## src/rtl/rtc_pkg.sv

```systemverilog
package rtc_pkg;

  typedef struct packed {
    logic [7:0] yr;
    logic [7:0] mon;
    logic [7:0] day;
    logic [7:0] hr;
    logic [7:0] mn;
    logic [7:0] sec;
  } rtc_time_t;

  localparam int ADDR_SEC    = 0;
  localparam int ADDR_MIN    = 1;
  localparam int ADDR_HR     = 2;
  localparam int ADDR_DAY    = 3;
  localparam int ADDR_MON    = 4;
  localparam int ADDR_YR     = 5;
  localparam int ADDR_CTRL   = 6;
  localparam int ADDR_TRM_LO = 7;
  localparam int ADDR_TRM_HI = 8;

  localparam int CTRL_RUN  = 0;
  localparam int CTRL_SNAP = 1;
  localparam int CTRL_AUTO = 2;

  localparam logic [15:0] TRIM_ILLEGAL = 16'h7FFF;

  function automatic logic [7:0] bcd_inc(input logic [7:0] v);
    if (v[3:0] == 4'd9) return {v[7:4] + 4'd1, 4'd0};
    return {v[7:4], v[3:0] + 4'd1};
  endfunction

  function automatic logic leap_year(input logic [7:0] yr);
    logic [7:0] bin;
    bin = ({4'd0, yr[7:4]} * 8'd10) + {4'd0, yr[3:0]};
    return bin[1:0] == 2'b00;
  endfunction

  function automatic logic [7:0] month_last(input logic [7:0] mon, input logic [7:0] yr);
    case (mon)
      8'h02:                      return leap_year(yr) ? 8'h29 : 8'h28;
      8'h04, 8'h06, 8'h09, 8'h11: return 8'h30;
      default:                    return 8'h31;
    endcase
  endfunction

endpackage

```

## src/rtl/rtc_prescaler.sv

```systemverilog
module rtc_prescaler #(
  parameter int TICKS = 32768
) (
  input  logic        clk_i,
  input  logic        rst_ni,
  input  logic        tick_i,
  input  logic        run_i,
  input  logic        auto_i,
  input  logic [15:0] trim_i,
  input  logic [7:0]  sec_i,
  input  logic [7:0]  min_i,
  input  logic        rearm_i,
  output logic        adv_o
);
  localparam int PW = $clog2(TICKS);
  localparam int signed TK = TICKS;

  logic [PW-1:0] cnt_q;
  logic          armed_q;
  logic          count_en, step, hour_hit;
  logic signed [31:0] tv, nv;

  assign count_en = tick_i & run_i;
  assign step     = count_en & (cnt_q == PW'(TICKS - 1));
  assign hour_hit = step & auto_i & armed_q & (sec_i == 8'h00) & (min_i == 8'h00);
  assign adv_o    = step & ~(hour_hit & trim_i[15]);

  always_comb begin
    tv = {{16{trim_i[15]}}, trim_i};
    if (!trim_i[15]) nv = (tv > TK - 1) ? TK - 1 : tv;
    else             nv = (tv + TK < 0) ? 0 : tv + TK;  // borrow: wrap into this second
  end

  always_ff @(posedge clk_i or negedge rst_ni) begin
    if (!rst_ni) begin
      cnt_q   <= '0;
      armed_q <= 1'b1;
    end else if (rearm_i) begin
      cnt_q   <= '0;
      armed_q <= 1'b1;
    end else if (step) begin
      cnt_q <= hour_hit ? nv[PW-1:0] : '0;
      if (hour_hit)              armed_q <= 1'b0;
      else if (sec_i != 8'h00)   armed_q <= 1'b1;
    end else if (count_en) begin
      cnt_q <= cnt_q + PW'(1);
    end
  end

  p_cnt_range_r4: assert property (@(posedge clk_i) disable iff (!rst_ni)
    cnt_q <= PW'(TICKS - 1));
  p_hold_stopped_r4: assert property (@(posedge clk_i) disable iff (!rst_ni)
    (!count_en && !rearm_i) |=> $stable(cnt_q));
  p_trim_once_r9: assert property (@(posedge clk_i) disable iff (!rst_ni)
    (hour_hit && !rearm_i) |=> !armed_q);
  p_no_trim_off_r10: assert property (@(posedge clk_i) disable iff (!rst_ni)
    (step && !auto_i && !rearm_i) |=> (cnt_q == '0));

endmodule

```

## src/rtl/rtc_calendar.sv

```systemverilog
module rtc_calendar
  import rtc_pkg::*;
(
  input  logic       clk_i,
  input  logic       rst_ni,
  input  logic       adv_i,
  input  logic       wr_en_i,
  input  logic [2:0] wr_sel_i,
  input  logic [7:0] wr_data_i,
  output rtc_time_t  time_o
);
  rtc_time_t cur_q, nxt;
  logic [7:0] last_day;

  assign last_day = month_last(cur_q.mon, cur_q.yr);
  assign time_o   = cur_q;

  always_comb begin
    nxt = cur_q;
    if (wr_en_i) begin
      case (wr_sel_i)
        3'd0:    nxt.sec = wr_data_i;
        3'd1:    nxt.mn  = wr_data_i;
        3'd2:    nxt.hr  = wr_data_i;
        3'd3:    nxt.day = wr_data_i;
        3'd4:    nxt.mon = wr_data_i;
        default: nxt.yr  = wr_data_i;
      endcase
    end else if (adv_i) begin
      if (cur_q.sec != 8'h59) nxt.sec = bcd_inc(cur_q.sec);
      else begin
        nxt.sec = 8'h00;
        if (cur_q.mn != 8'h59) nxt.mn = bcd_inc(cur_q.mn);
        else begin
          nxt.mn = 8'h00;
          if (cur_q.hr != 8'h23) nxt.hr = bcd_inc(cur_q.hr);
          else begin
            nxt.hr = 8'h00;
            if (cur_q.day != last_day) nxt.day = bcd_inc(cur_q.day);
            else begin
              nxt.day = 8'h01;
              if (cur_q.mon != 8'h12) nxt.mon = bcd_inc(cur_q.mon);
              else begin
                nxt.mon = 8'h01;
                nxt.yr  = (cur_q.yr == 8'h99) ? 8'h00 : bcd_inc(cur_q.yr);
              end
            end
          end
        end
      end
    end
  end

  always_ff @(posedge clk_i or negedge rst_ni) begin
    if (!rst_ni) cur_q <= '{yr: 8'h00, mon: 8'h01, day: 8'h01, hr: 8'h00, mn: 8'h00, sec: 8'h00};
    else         cur_q <= nxt;
  end

  p_sec_bcd_r5: assert property (@(posedge clk_i) disable iff (!rst_ni)
    (cur_q.sec[3:0] <= 4'd9) && (cur_q.sec <= 8'h59));
  p_hr_range_r5: assert property (@(posedge clk_i) disable iff (!rst_ni)
    cur_q.hr <= 8'h23);
  p_sec_moves_r5: assert property (@(posedge clk_i) disable iff (!rst_ni)
    (adv_i && !wr_en_i) |=> (cur_q.sec != $past(cur_q.sec)));
  p_day_range_r6: assert property (@(posedge clk_i) disable iff (!rst_ni)
    (cur_q.day != 8'h00) && (cur_q.day <= 8'h31));
  p_month_end_r6: assert property (@(posedge clk_i) disable iff (!rst_ni)
    (adv_i && !wr_en_i && cur_q.sec == 8'h59 && cur_q.mn == 8'h59 &&
     cur_q.hr == 8'h23 && cur_q.day == last_day) |=> (cur_q.day == 8'h01));

endmodule

```

## src/rtl/rtc_regs.sv

```systemverilog
module rtc_regs
  import rtc_pkg::*;
#(
  parameter int AW = 4
) (
  input  logic          clk_i,
  input  logic          rst_ni,
  input  logic          wr_en_i,
  input  logic [AW-1:0] addr_i,
  input  logic [7:0]    wdata_i,
  input  rtc_time_t     live_i,
  output logic          run_o,
  output logic          auto_o,
  output logic [15:0]   trim_o,
  output logic [7:0]    rdata_o
);
  rtc_time_t   shadow_q;
  logic        run_q, auto_q, snap_q;
  logic [7:0]  stage_q;
  logic [15:0] trim_q;
  logic        wr_ctrl, wr_lo, wr_hi;
  logic [15:0] trim_cand;

  assign wr_ctrl   = wr_en_i && (addr_i == AW'(ADDR_CTRL));
  assign wr_lo     = wr_en_i && (addr_i == AW'(ADDR_TRM_LO));
  assign wr_hi     = wr_en_i && (addr_i == AW'(ADDR_TRM_HI));
  assign trim_cand = {wdata_i, stage_q};

  assign run_o  = run_q;
  assign auto_o = auto_q;
  assign trim_o = trim_q;

  always_ff @(posedge clk_i or negedge rst_ni) begin
    if (!rst_ni) begin
      run_q  <= 1'b0;
      auto_q <= 1'b0;
      snap_q <= 1'b0;
    end else if (wr_ctrl) begin
      run_q  <= wdata_i[CTRL_RUN];
      auto_q <= wdata_i[CTRL_AUTO];
      snap_q <= wdata_i[CTRL_SNAP];
    end else begin
      snap_q <= 1'b0;
    end
  end

  always_ff @(posedge clk_i or negedge rst_ni) begin
    if (!rst_ni)     shadow_q <= '{yr: 8'h00, mon: 8'h01, day: 8'h01, hr: 8'h00, mn: 8'h00, sec: 8'h00};
    else if (snap_q) shadow_q <= live_i;
  end

  always_ff @(posedge clk_i or negedge rst_ni) begin
    if (!rst_ni) begin
      stage_q <= '0;
      trim_q  <= '0;
    end else begin
      if (wr_lo) stage_q <= wdata_i;
      if (wr_hi && trim_cand != TRIM_ILLEGAL) trim_q <= trim_cand;
    end
  end

  always_comb begin
    case (addr_i)
      AW'(ADDR_SEC):    rdata_o = shadow_q.sec;
      AW'(ADDR_MIN):    rdata_o = shadow_q.mn;
      AW'(ADDR_HR):     rdata_o = shadow_q.hr;
      AW'(ADDR_DAY):    rdata_o = shadow_q.day;
      AW'(ADDR_MON):    rdata_o = shadow_q.mon;
      AW'(ADDR_YR):     rdata_o = shadow_q.yr;
      AW'(ADDR_CTRL):   rdata_o = {5'd0, auto_q, snap_q, run_q};
      AW'(ADDR_TRM_LO): rdata_o = trim_q[7:0];
      AW'(ADDR_TRM_HI): rdata_o = trim_q[15:8];
      default:          rdata_o = 8'h00;
    endcase
  end

  p_snap_pulse_r3: assert property (@(posedge clk_i) disable iff (!rst_ni)
    (snap_q && !(wr_ctrl && wdata_i[CTRL_SNAP])) |=> !snap_q);
  p_shadow_hold_r3: assert property (@(posedge clk_i) disable iff (!rst_ni)
    !snap_q |=> $stable(shadow_q));
  p_trim_legal_r7: assert property (@(posedge clk_i) disable iff (!rst_ni)
    trim_q != TRIM_ILLEGAL);
  p_trim_hold_r7: assert property (@(posedge clk_i) disable iff (!rst_ni)
    !wr_hi |=> $stable(trim_q));

endmodule

```

## src/rtl/rtc_bcd_core.sv

```systemverilog
module rtc_bcd_core
  import rtc_pkg::*;
#(
  parameter int TICKS = 32768,
  parameter int AW    = 4
) (
  input  logic          clk_i,
  input  logic          rst_ni,
  input  logic          tick_i,
  input  logic          wr_en_i,
  input  logic [AW-1:0] addr_i,
  input  logic [7:0]    wdata_i,
  output logic [7:0]    rdata_o
);
  rtc_time_t   live;
  logic        run, auto_en, adv, time_wr, sec_wr;
  logic [15:0] trim;

  assign time_wr = wr_en_i && (addr_i <= AW'(ADDR_YR));
  assign sec_wr  = wr_en_i && (addr_i == AW'(ADDR_SEC));

  rtc_regs #(.AW(AW)) u_regs (
    .clk_i   (clk_i),
    .rst_ni  (rst_ni),
    .wr_en_i (wr_en_i),
    .addr_i  (addr_i),
    .wdata_i (wdata_i),
    .live_i  (live),
    .run_o   (run),
    .auto_o  (auto_en),
    .trim_o  (trim),
    .rdata_o (rdata_o)
  );

  rtc_prescaler #(.TICKS(TICKS)) u_presc (
    .clk_i   (clk_i),
    .rst_ni  (rst_ni),
    .tick_i  (tick_i),
    .run_i   (run),
    .auto_i  (auto_en),
    .trim_i  (trim),
    .sec_i   (live.sec),
    .min_i   (live.mn),
    .rearm_i (sec_wr),
    .adv_o   (adv)
  );

  rtc_calendar u_cal (
    .clk_i     (clk_i),
    .rst_ni    (rst_ni),
    .adv_i     (adv),
    .wr_en_i   (time_wr),
    .wr_sel_i  (addr_i[2:0]),
    .wr_data_i (wdata_i),
    .time_o    (live)
  );

  p_stopped_r4: assert property (@(posedge clk_i) disable iff (!rst_ni)
    (!run && !time_wr) |=> $stable(live));

endmodule

```

## config.mk

```make
export PLATFORM = sky130hd
export DESIGN_NAME = rtc_bcd_core
export DESIGN_NICKNAME = d
export VERILOG_FILES = /design/src/rtl/rtc_pkg.sv /design/src/rtl/rtc_prescaler.sv /design/src/rtl/rtc_calendar.sv /design/src/rtl/rtc_regs.sv /design/src/rtl/rtc_bcd_core.sv
export SDC_FILE = /design/constraint.sdc
export NUM_CORES = 1
export LEC_CHECK = 0
export BUFFER_PORTS_ARGS = -buffer_cell sky130_fd_sc_hd__buf_2
export CORE_MARGIN = 2
export CORE_UTILIZATION = 55
export CTS_CLUSTER_DIAMETER = 120
export DETAILED_ROUTE_END_ITERATION = 10
export MAX_ROUTING_LAYER = met4
export PLACE_DENSITY = 0.72
export SLEW_MARGIN = 15
export SYNTH_ARGS = -nofsm -noshare
export SYNTH_HDL_FRONTEND = slang
export SYNTH_SLANG_ARGS = --single-unit
export TNS_END_PERCENT = 10
```

## constraint.sdc

```tcl
create_clock -name clk_i -period 9.7 [get_ports clk_i]
set_input_delay 2.91 -clock clk_i [delete_from_list [all_inputs] [get_ports clk_i]]
set_output_delay 2.91 -clock clk_i [all_outputs]
set_load 0.1 [all_outputs]
```

# Yosys cells after proc, flatten, opt, wreduce, memory -nomap -nowiden
# Index checks and enable logic that the tools add are counted.
classes:
  n_mul: 1
  n_addsub: 15
  reduce_logical: 32
  n_eq_ne: 47
  bitwise_logic: 9
  magnitude_cmp: 3
  n_mux: 84
op_table:
  columns: ["cell", "count"]
  rows:
  - ["$mux 8", 25]
  - ["$mux 15", 7]
  - ["$mux 48", 2]
  - ["$pmux 8 s9", 1]
  - ["$add 4x1->4 const B", 12]
  - ["$mux 1", 44]
  - ["$mux 40", 1]
  - ["$mux 32", 1]
  - ["$eq 4x4->1 const B", 7]
  - ["$mux 24", 1]
  - ["$add 16x17->18 const B", 1]
  - ["$lt 18x1->1 const B", 1]
  - ["$eq 4x3->1 const B", 4]
  - ["$eq 8x3->1 const B", 2]
  - ["$gt 16x16->1 const B", 1]
  - ["$logic_not 8->1", 2]
  - ["$mux 16", 1]
  - ["$ne 16x15->1 const B", 1]
  - ["$ne 8x7->1 const B", 2]
  - ["$pmux 8 s2", 1]
  - ["$add 15x1->15 const B", 1]
  - ["$eq 15x15->1 const B", 1]
  - ["$ne 3x3->1 const B", 5]
  - ["$reduce_and 7->1", 2]
  - ["34 further kinds", 65]
word_totals:
  word_cells: 216
  ff_bits: 139
  in_bits: 16

# Depth between registers and ports, before layout
logic_depth:
  word_depth: 21
  mapped_depth: 10

# By module
# A second synthesis with hierarchy kept.
unflattened:
  hier_cells: 770
  hier_area_um2: 8194.1
by_module_without_submodules:
  columns: ["module", "cells_per_inst", "seq_area_each_um2", "instances", "area_each_um2"]
  rows:
  - ["rtc_calendar", 392, 1203.7, 1, 3537.1]
  - ["rtc_regs", 251, 1879.3, 1, 3535.9]
  - ["rtc_prescaler", 124, 401.6, 1, 1089.8]
  - ["rtc_bcd_core", 3, 0.0, 1, 31.3]

# Worst setup path after synthesis
# Ideal clock, no wire load.
synth_path:
  path_kind: "input-to-output"
  from: "in addr_i[0]"
  to: "out rdata_o[6]"
  arrival_ns: 6.131
  slack_ns: 0.659
  path_stages: 6
  cell_sequence: "buf_1 > clkbuf_1 > mux2i_1 > nor3b_1 > a21oi_1 > o21ai_0"
synth_via:
  elab_chain_len: 2
  elab_cells_between_ends: 10
  classes_between: "eq/ne: 8; mux: 1; reduce/logical: 1"
synth_lines:
  columns: ["item", "line", "rtl"]
  rows:
  - ["start, declared", "rtc_bcd_core.sv:11", "input logic [AW-1:0] addr_i,"]
  - ["$eq 4x4->1, or another cell as far along", "rtc_regs.sv:63", "case (addr_i)"]
  - ["$pmux 8 s9 *", "rtc_regs.sv:63", null]
  - ["end, declared", "rtc_bcd_core.sv:13", "output logic [7:0] rdata_o"]
# Every way passes the cells marked *; elsewhere a longest branch is shown, timed or not.

# Worst setup path after layout
layout_path:
  from: "in addr_i[0]"
  to: "out rdata_o[1]"
# The elaborated chain is that of the path after synthesis.

==> impl_results.md <==
- Clock transition at path regs: roughly 0.06 ns
- Crit-path cells: buf_2 > nor2b_1 > a22oi_1 > o31ai_1 > buf_2
- Routed vias: about 6,400
- Core Region: ~0.014 sq mm
- Arr. time, crit path: ~5.0 ns
- Hold Crit Depth: 1
- Setup ws final: roughly 1.8 ns
- Max Fanout on Critical Path: 23
- Cell Pwr Density: approximately 210 mW/mm^2
- Post-synth top flop: dfrtp_1
- ANT nets after route: 0
- Slowest CP cell: nor2b_1
- Root buffer cell: clkbuf_16
- Cells after Synth: ~770
- Synth area leader: dfrtp_1
- Syn Std Cell Area: approximately 0.0078 sq mm
- R2R Path Start: u_cal.time_o[37]
- Synth Register Bits: around 140
- Slew HR: 0.317
- Final setup fails: 0
- Initial drt markers: approximately 810
- CTS Sinks: roughly 140
- Synth area leaders: dfrtp_1, mux2_2, o21ai_0
- Dominant delay contributor by cell family on the critical path: buffers and inverters
- CTS H-tree lvls: 4
- # placed instances: 940
- Num CTS Buffers: 17
- Worst path bufs/invs: 2
- Via count normalized by instance count: 6.56
- Post-CTS resize count: 0
- Mean Syn Cell Area: 10.1 sq um
- Commonest non-fill, non-tap cell in the layout: dfrtp_1
- Final wirelength: between 20 and 25 mm
- Leak: 0.00376 uW
- Seq/Total Area, Yosys: 0.449
- Crit path depth: 5
- Hold Buf Count CTS: 0
- First-pass GRT wire length: about 34 mm
- Starting density of the core: 0.561
- Layout cells sized above 1: 0.217
- Ant diodes: 0
- Layout Area Growth over Synthesis: 11.1%
- Die W: around 120 um
- All-Layer GR Usage: 0.316
- Syn nets: between 800 and 900
- Filler Cells Inserted: around 1,100
- Post-route setup TNS: 0 ns
- Final Skew: 0.00767 ns
- Required time of the critical path: around 6.8 ns
- Worst setup endpoint: rdata_o[1]
- Synth warn: 0
- Final min period: 7.88 ns
- Status: completed
- Die Area: ~0.015 sq mm
- Post-synthesis async set-or-reset flop share: 1.00
- CTS Buffer Depth: 2
- CP Class: in -> out
- Fin nets: 816
- RePlAce Congestion: approximately 0.96
- Initial antenna violation count: 0
- Clock latency on the worst-skew pair: 0.43 ns
- RSZ-0062 raised after global routing: false
- DRC Markers: 0
- Hold Violations, Final: 0
- Total gr overflow: 0
- Pre-CTS setup slack: approximately 1.9 ns
- Worst vdd ir: about 0.13 mV
- Largest net degree at the start of global routing: 86
- Die Y: between 100 and 150 um
- Reg2reg setup slack: ~6.3 ns
- R2R depth: 9
- Vias in the first global route: approximately 6,000
- Final period utilization: 0.813
- Critical path's largest stage delay: 0.59 ns
- Post-Layout Cell Count: 972
- Worst Tran Pin Value: around 1.0 ns
- Routed len/inst: 22.7 um
- Max-cap violations: 0
- Post-synth EDFFs: 0
- Max Fclk: approximately 0.13 GHz
- Placed wire-length estimate: 15.7 mm
- Worst R2R End: u_cal.time_o[45]
- CP Launch Point: addr_i[0]
- Synth top area share: 0.432
- Synth unique cells: 69
- I/O pin total: 24
- Row cnt: 43
- Worst Hold Class: reg -> reg
- Commonest non-fill, non-tap cells in the layout: dfrtp_1, mux2_2, o21ai_0, nor2_1, nand2_1
- Buffers added on ports: 23
- First-pass detailed-route iteration total: 5
- Critical Path Sink Type: output port
- Crit path top cell by count: buf_2
- Max Slew Vio Count: 0
- Hold path startpoint: u_regs.shadow_q[17]
- # Post-CTS Setup Buffers: 0
- Crit start category: input port
- CTS tree: built
cells in the mapped netlist, drive strengths merged, types with 3 or more instances:
cell type,number
nand3,32
o22ai,6
nor4b,4
a22oi,5
o21a,3
nor3,25
a221oi,5
xnor2,3
mux4,3
mux2i,9
a21o,3
nand4,10
dfstp,5
xor2,3
nor4,4
o211ai,4
ha,21
a22o,7
a211oi,4
nor3b,9
and3,13
nand2,50
nor2b,9
nor2,56
dfrtp,134
nand4b,3
nand2b,10
a21oi,45
a31oi,12
mux2,92
nand3b,3
a2bb2oi,3
o21ai,72
buf,10
inv,24
and2,9
o31a,5
clkbuf,27
layer usage:
| layer | global-route usage | wire length (um) | vias to the layer above |
|---|---|---|---|
| li1 | - | - | 2863 |
| met1 | 0.438 | 9930 | 3210 |
| met2 | 0.461 | 10000 | 251 |
| met3 | 0.0711 | 1460 | 50 |
| met4 | 0.103 | 625 | 0 |
| met5 | - | 0 | - |
state kept, by name, summed over array words and instances (netlist names):
signal	flops
u_cal.time_o	48
u_regs.trim_o	16
u_regs.stage_q	8
u_presc.armed_q	1
u_regs.auto_o	1
u_presc.cnt_q	15
u_regs.run_o	1
u_regs.snap_q	1
u_regs.shadow_q	48
final cells by class:
cell class | instances | area [sq um] | area share
Sequential cell | 139 | 3490 | 0.404
Multi-Input combinational cell | 569 | 4050 | 0.470
Clock buffer | 22 | 474 | 0.0550
Tap cell | 180 | 225 | 0.0261
Inverter | 24 | 90.1 | 0.0104
Clock inverter | 10 | 140 | 0.0163
Timing Repair Buffer | 28 | 159 | 0.0184
worst reg2reg max path, stage by stage (launching register included):
cell and delay (ns):
dfrtp_1 0.42, inv_1 0.09, ha_1 0.13, nor3b_1 0.82, a31oi_1 0.19, a21oi_1 0.29, mux2_2 0.43, a22o_2 0.32
nand2b_4 0.23, mux2_4 0.35
report_power, final:
part           switching (uW)  total [uW]  internal [uW]
logic                     187         342            154
registers                 146         833            687
clock network             250         674            424
total                     583        1850           1270
cells by family after synthesis:
logic type,share of synthesized area
AOI/OAI and AO/OA,0.158
muxes,0.156
adders and majority gates,0.0339
and+or+nand+nor,0.166
DFF,0.449
xor gates and xnor gates,0.00677
buffers and inverters,0.0303
worst min path at each step:
| stage | endpoint | slack [ns] |
|---|---|---|
| floorplan | u_regs.stage_q[1] | 0.47 |
| global placement | u_regs.shadow_q[38] | 0.49 |
| detailed placement | u_regs.shadow_q[39] | 0.50 |
| CTS | u_regs.shadow_q[28] | 0.51 |
| global route | u_regs.shadow_q[28] | 0.52 |
| finish | u_regs.shadow_q[17] | 0.51 |
metrics by stage:
| stage | hold slack [ns] | util | power (uW) | cell area, sq um |
|---|---|---|---|---|
| after detailed placement | 0.497 | 0.579 | 1170 | 8010 |
| after global routing | 0.519 | 0.624 | 1930 | 8620 |
| after floorplan | 0.466 | - | 1050 | 7760 |
| final | 0.512 | 0.624 | 1850 | 8620 |
| after global placement | 0.491 | 0.579 | 1150 | 8010 |
| after CTS | 0.514 | 0.624 | 1850 | 8620 |
Note: power is estimated with default switching activity, not from simulation.
